===== src/rtl/tcg_pkg.sv =====
package tcg_pkg;

  localparam int CMD_W = 2;

  typedef enum logic [1:0] {
    GATE_LOW  = 2'd0,
    GATE_HIGH = 2'd1,
    GATE_RUN  = 2'd2
  } gate_mode_e;

  function automatic gate_mode_e decode_cmd(input logic [CMD_W-1:0] c);
    if (c[1])      return GATE_RUN;
    else if (c[0]) return GATE_HIGH;
    else           return GATE_LOW;
  endfunction

endpackage


===== src/rtl/tcg_cmd_sync.sv =====
module tcg_cmd_sync #(
  parameter int W      = 2,
  parameter int STAGES = 2
) (
  input  logic         clk,
  input  logic         rst,
  input  logic [W-1:0] d_i,
  output logic [W-1:0] q_o
);

  logic [W-1:0] chain [STAGES];

  generate
    for (genvar s = 0; s < STAGES; s++) begin : g_stage
      if (s == 0) begin : g_first
        always_ff @(posedge clk) begin
          if (rst) chain[0] <= '0;
          else     chain[0] <= d_i;
        end
      end else begin : g_next
        always_ff @(posedge clk) begin
          if (rst) chain[s] <= '0;
          else     chain[s] <= chain[s-1];
        end
      end
    end
  endgenerate

  assign q_o = chain[STAGES-1];

endmodule


===== src/rtl/tcg_mode_dec.sv =====
module tcg_mode_dec
  import tcg_pkg::*;
(
  input  logic [CMD_W-1:0] cmd_i,
  output gate_mode_e       mode_o
);

  always_comb mode_o = decode_cmd(cmd_i);

endmodule


===== src/rtl/tcg_out_stage.sv =====
module tcg_out_stage
  import tcg_pkg::*;
(
  input  logic       clk,
  input  logic       rst,
  input  gate_mode_e mode_i,
  output logic       sclk_o
);

  logic nxt;

  // Every change lands on a reference edge, so each phase lasts >= 1 cycle.
  always_comb begin
    unique case (mode_i)
      GATE_HIGH: nxt = 1'b1;
      GATE_RUN:  nxt = ~sclk_o;
      default:   nxt = 1'b0;
    endcase
  end

  always_ff @(posedge clk) begin
    if (rst) sclk_o <= 1'b0;
    else     sclk_o <= nxt;
  end

endmodule


===== src/rtl/tristate_clk_gate.sv =====
module tristate_clk_gate
  import tcg_pkg::*;
#(
  parameter int SYNC_STAGES = 2
) (
  input  logic             clk,
  input  logic             rst,
  input  logic [CMD_W-1:0] cmd_i,
  output logic             sclk_o
);

  localparam int STG = (SYNC_STAGES < 1) ? 1 : SYNC_STAGES;

  logic [CMD_W-1:0] cmd_sync;
  gate_mode_e       mode;

  tcg_cmd_sync #(.W(CMD_W), .STAGES(STG)) u_sync (
    .clk (clk),
    .rst (rst),
    .d_i (cmd_i),
    .q_o (cmd_sync)
  );

  tcg_mode_dec u_dec (
    .cmd_i  (cmd_sync),
    .mode_o (mode)
  );

  tcg_out_stage u_out (
    .clk    (clk),
    .rst    (rst),
    .mode_i (mode),
    .sclk_o (sclk_o)
  );

endmodule


===== config.mk =====
export PLATFORM = sky130hd
export DESIGN_NAME = tristate_clk_gate
export DESIGN_NICKNAME = d
export VERILOG_FILES = /design/src/rtl/tcg_pkg.sv /design/src/rtl/tcg_cmd_sync.sv /design/src/rtl/tcg_mode_dec.sv /design/src/rtl/tcg_out_stage.sv /design/src/rtl/tristate_clk_gate.sv
export SDC_FILE = /design/constraint.sdc
export NUM_CORES = 1
export LEC_CHECK = 0
export BUFFER_PORTS_ARGS = -buffer_cell sky130_fd_sc_hd__buf_2
export CAP_MARGIN = 30
export CELL_PAD_IN_SITES_DETAIL_PLACEMENT = 0
export CELL_PAD_IN_SITES_GLOBAL_PLACEMENT = 2
export CORE_AREA = 4 4 41 43
export DETAILED_ROUTE_END_ITERATION = 6
export DIE_AREA = 0 0 45 47
export HOLD_SLACK_MARGIN = 0.02
export PLACE_DENSITY = 0.35
export SYNTH_ARGS = -nofsm -noshare
export SYNTH_HDL_FRONTEND = slang
export SYNTH_SLANG_ARGS = --single-unit

===== constraint.sdc =====
create_clock -name clk -period 1.5 [get_ports clk]
set_input_delay 0.15 -clock clk [delete_from_list [all_inputs] [get_ports clk]]
set_output_delay 0.15 -clock clk [all_outputs]
set_load 0.05 [all_outputs]

==> results.ini, run 1 <==
[layout]
areaGrowthSynthToFinish_pct = 42.3
finalNetCount = 25
drive_above_1_share = 0.450
diodes = 0

[sta]
fin_crit_sh = 0.640
maxSlewHeadroom = 0.835
setup_viol = 0
tns_ns = 0
finClkSkew_ns = 0.00240
fmax_mhz = 1040
tightest_slew_ns = 0.249
maxSlewViolCount = 0
period_needed_ns = 0.959
hold_viol = 0
rsz0062_at_grt = no

[critical_path]
slowest_delay_ns = 0.31
cp_num_buf_inv = 1
critPathLaunchType = flop
crit_required_ns = 1.35
crit_path_start = u_out.sclk_o
worstReg2RegStart = u_sync.chain[1][1]
cp_cell_sequence = buf_2
crit_arrival_ns = 0.81
critical-path-slowest-cell = dfxtp_1
end_kind = output port
cp_max_fo = 2
cp_top_family = flip-flops
crit_type = reg -> out

[clock_tree]
path_clk_slew_ns = 0.04
cts_root_buf = clkbuf_4
cts_tree = done
ctsResizeCount = 0
cts_buffer_depth = 2
cts_made_buffers = 3
cts_setup_buffers = 0
cts.sinks = 5
cts_hold_buf = 0
clk_latency_ns = 0.24
cts_max_level = 1

[drt]
finalWirelength_um = 247
ant_nets = 0
drc_errors = 0
vias = 115
drt-vias-per-instance = 3.29
drt_pass1_iterations = 2
wl_per_cell_um = 7.06
drt_iter0_markers = 5

[floorplan]
row_count = 13
core_um2 = 1300
ios = 5
die_width_um = 45
die_area_um2 = 2120
fp.dieH_um = 47
initial_core_util = 0.118

[global_route]
grt_pass1_vias = 115
grt_pass1_wl_um = 441
grt_antenna_before_repair = 0
track_usage = 0.0411
grt.overflow.total = 0
grt_max_degree = 6

[hold_path]
hp-start = cmd_i[0]
hold_path_class = in -> reg

[synth]
synth_area_leaders = dfxtp_1 65%, nor2b_1 16%, nand2b_4 8.9%
synth.distinct_cells = 5
synth_area_leader_cell = dfxtp_1
yosys_warnings = 0
yosys.area.top_type_share = 0.650
yosys_register_bits = 5
netlist_area_um2 = 154
yosysSeqAreaShare = 0.650
syn_inst = 12
avgSynthCellArea_um2 = 12.8
syn-num-nets = 16

[pwr]
switchingPower_uw = 68.0
ir_drop_v = 0.000282
p_int_uw = 249
p_sw_frac = 0.214
power_uw = 317
p_clk_frac = 0.495
p_per_area_nw_per_um2 = 1450
seq_power_share = 0.447
power_frac_comb = 0.058
p_leak_uw = 0.0000885

[placed_design]
gp_congestion = 0.521
port_buffers = 4

[run_status]
status = completed

[job]
drv_cap = 0

[layer usage]
layer	GRT usage	vias to the layer above	part of all wire
met3	0.0766	4	0.29
met2	0.0424	8	0.34
met4	0.0526	0	0.057
met5	0	-	0
li1	-	52	-
met1	0.0182	51	0.31
[layout by cell type (no fill, tap or decap), drive strengths merged]
cell	count
buf	4
a21oi	1
dfxtp	5
clkbuf	4
nor2b	4
nand2b	2
[sequential cells by signal, indices dropped and copies added, names as in the netlist]
name,cells
u_sync.chain,4
u_out.sclk_o,1
[synthesized netlist by cell type]
library cell and n:
dfxtp_1 5, nor2b_1 4, a21oi_2 1, nand2b_1 1, nand2b_4 1
[metrics by stage]
stage	cells	setup WS (ns)	util	hold WS, ns	area, um^2
floorplan	12	0.562	-	0.212	154
global placement	31	0.797	0.148	0.356	193
detailed placement	31	0.797	0.148	0.365	193
CTS	35	0.529	0.168	0.110	219
global route	35	0.499	0.168	0.105	219
finish	35	0.541	0.168	0.114	219
[cell type report]
cell class	instances	area [um^2]
flip-flops and latches	5	100
well taps	15	18.8
repair buffers	4	20.0
multi-input cells	7	53.8
fillers	157	1080
clock buffers	4	26.3
[final timing paths]
kind	to	slack, ns	cells past startpoint
worst max-delay path	sclk_o	0.54	1
worst max register to register	u_out.sclk_o	0.89	2
worst min-delay path	u_sync.chain[0][0]	0.11	2
worst min register to register	u_sync.chain[1][0]	0.43	1
[power groups by stage]
stage | Clock [uW] | Sequential (uW) | Combinational, uW
3_5_place_dp | 0 | 144 | 18.9
5_1_grt | 184 | 142 | 20.3
4_1_cts | 165 | 142 | 19.0
3_3_place_gp | 0 | 144 | 18.6
2_1_floorplan | 0 | 148 | 7.21
6_report | 157 | 142 | 18.5
[cell families after synthesis]
family	synth area share
and+or+nand+nor	0.293
AOI/OAI and AO/OA	0.0569
DFF	0.650
(Power assumes the default switching activity.)
==> run 2: changes to the inputs <==
--- a/config.mk
+++ b/config.mk
@@ -5,6 +5,7 @@
 export SDC_FILE = /design/constraint.sdc
 export NUM_CORES = 1
 export LEC_CHECK = 0
+export ABC_AREA = 1
 export BUFFER_PORTS_ARGS = -buffer_cell sky130_fd_sc_hd__buf_2
 export CAP_MARGIN = 30
 export CELL_PAD_IN_SITES_DETAIL_PLACEMENT = 0
@@ -13,7 +14,7 @@
 export DETAILED_ROUTE_END_ITERATION = 6
 export DIE_AREA = 0 0 45 47
 export HOLD_SLACK_MARGIN = 0.02
-export PLACE_DENSITY = 0.35
+export PLACE_DENSITY = 0.37
 export SYNTH_ARGS = -nofsm -noshare
 export SYNTH_HDL_FRONTEND = slang
 export SYNTH_SLANG_ARGS = --single-unit
==> constraint.sdc (replaced) <==
create_clock -name clk -period 0.93 [get_ports clk]
set_input_delay 0.093 -clock clk [delete_from_list [all_inputs] [get_ports clk]]
set_output_delay 0.093 -clock clk [all_outputs]
set_load 0.05 [all_outputs]
==> results.ini, run 2 <==
[run_status]
status = completed

[sta]
whs_ns = 0.0565
maxSlewHeadroom = 0.893
setup_viol = 0
maxSlewViolCount = 0
tightest_slew_ns = 0.161
fmax_mhz = 1150
rsz0062_at_grt = no
tns_ns = 0
finClkSkew_ns = 0.00149
fin_crit_sh = 0.936
period_needed_ns = 0.871
hold_viol = 0

[synth]
synth.distinct_cells = 4
synth_area_leaders = dfxtp_1 67%, nor2_1 15%, inv_1 13%
synth_area_leader_cell = dfxtp_1
yosysSeqAreaShare = 0.672
yosys_register_bits = 5
synth-edff-count = 0
netlist_area_um2 = 149
synth.most_common_cell = nor2_1
avgSynthCellArea_um2 = 8.27
syn-num-nets = 22
syn_inst = 18
yosys.area.top_type_share = 0.672
async_flop_share = 0
yosys_warnings = 0
yosys-top-cells-count = 6 x nor2_1, 5 x dfxtp_1, 5 x inv_1
synth_ff_type = dfxtp_1

[drt]
ant_nets = 0
vias = 109
drt_pass1_iterations = 1
drt_iter0_markers = 0
finalWirelength_um = 232
drt-vias-per-instance = 2.66
drc_errors = 0
wl_per_cell_um = 5.66

[pwr]
p_leak_uw = 0.000110
ir_drop_v = 0.000533
p_per_area_nw_per_um2 = 2330

[clock_tree]
cts_buffer_depth = 2
cts.sinks = 5
cts_max_level = 1
cts_made_buffers = 3
cts_tree = done
cts_root_buf = clkbuf_4
path_clk_slew_ns = 0.04
clk_latency_ns = 0.24

[critical_path]
crit_required_ns = 0.84
crit_type = reg -> out
cp_max_fo = 2
cp_cell_sequence = clkbuf_4
slowest_delay_ns = 0.31
critPathLaunchType = flop
cp_top_family = flip-flops
cp_num_buf_inv = 1
end_kind = output port
critical-path-slowest-cell = dfxtp_1
crit_arrival_ns = 0.78

[floorplan]
initial_core_util = 0.114
fp.dieH_um = 47
core_um2 = 1300
die_width_um = 45
die_area_um2 = 2120
row_count = 13
ios = 5

[layout]
regArea_um2 = 100
drive_above_1_share = 0.269
mostFrequentLayoutCells = 6 x nor2_1, 5 x inv_1, 5 x dfxtp_1
biggestRegsByFlops = u_sync.chain x4, u_out.sclk_o x1
diodes = 0
largest-register = u_sync.chain
fin_cells = 41
multi_input_area_um2 = 30.0
final_common_cell = nor2_1
largest_reg_flops = 4
final_util = 0.166
areaGrowthSynthToFinish_pct = 45.4
finalNetCount = 31
fillers = 157

[placed_design]
gp_congestion = 0.563
port_buffers = 4
post-place-cells = 37

[job]
drv_cap = 0

[global_route]
grt_pass1_wl_um = 365
grt_pass1_vias = 103
track_usage = 0.0300
grt_max_degree = 6
grt.overflow.total = 0
grt_antenna_before_repair = 0

[hold_path]
hold_path_class = in -> reg

[run 2: power by group]
part | switching, uW | internal, uW
combinational | 17.6 | 11.7
clock | 84.9 | 162
sequential | 2.92 | 225
total | 105 | 399
[run 2: what timing repair did]
item	CTS	global route
hold endpoints to repair	0	0
hold buffers	0	0
buffers inserted	0	0
resized for setup	0	1
setup endpoints to repair	0	1
[run 2: final cells by class]
type / instances / area share
clock buffers: 4 / 0.121
inverters: 5 / 0.0867
multi-input cells: 8 / 0.139
flip-flops and latches: 5 / 0.462
well taps: 15 / 0.0867
repair buffers: 4 / 0.104
[run 2: kinds of logic (layout without fill, tap and decap cells)]
family | after synthesis | in the layout | share of synthesized area
DFF | 5 | 5 | 0.672
buffers and inverters | 5 | 13 | 0.126
and+or+nand+nor | 8 | 8 | 0.202
[run 2: metrics by stage]
stage                     power, uW  worst slack, ns  area, um^2
final                           504           0.0594         216
after global placement          260            0.281         188
after detailed placement        261            0.278         188
after global routing            535          0.00868         216
after floorplan                 249           0.0252         149
after CTS                       519           0.0155         214
[run 2: worst paths after layout]
| check | from | end | slack, ns | cells past startpoint |
|---|---|---|---|---|
| worst max register to register | u_sync.chain[1][1] | u_out.sclk_o | 0.37 | 3 |
| worst min register to register | u_sync.chain[0][0] | u_sync.chain[1][0] | 0.40 | 2 |
| worst min-delay path | cmd_i[0] | u_sync.chain[0][0] | 0.06 | 3 |
| worst max-delay path | u_out.sclk_o | sclk_o | 0.06 | 1 |
[run 2: routing by layer]
layer / vias up / GRT usage / wire, um
li1: 65 / - / -
met1: 39 / 0.0296 / 108
met2: 5 / 0.0254 / 83
met3: 0 / 0.0268 / 40
met4: 0 / 0.0526 / 0
met5: - / 0 / 0
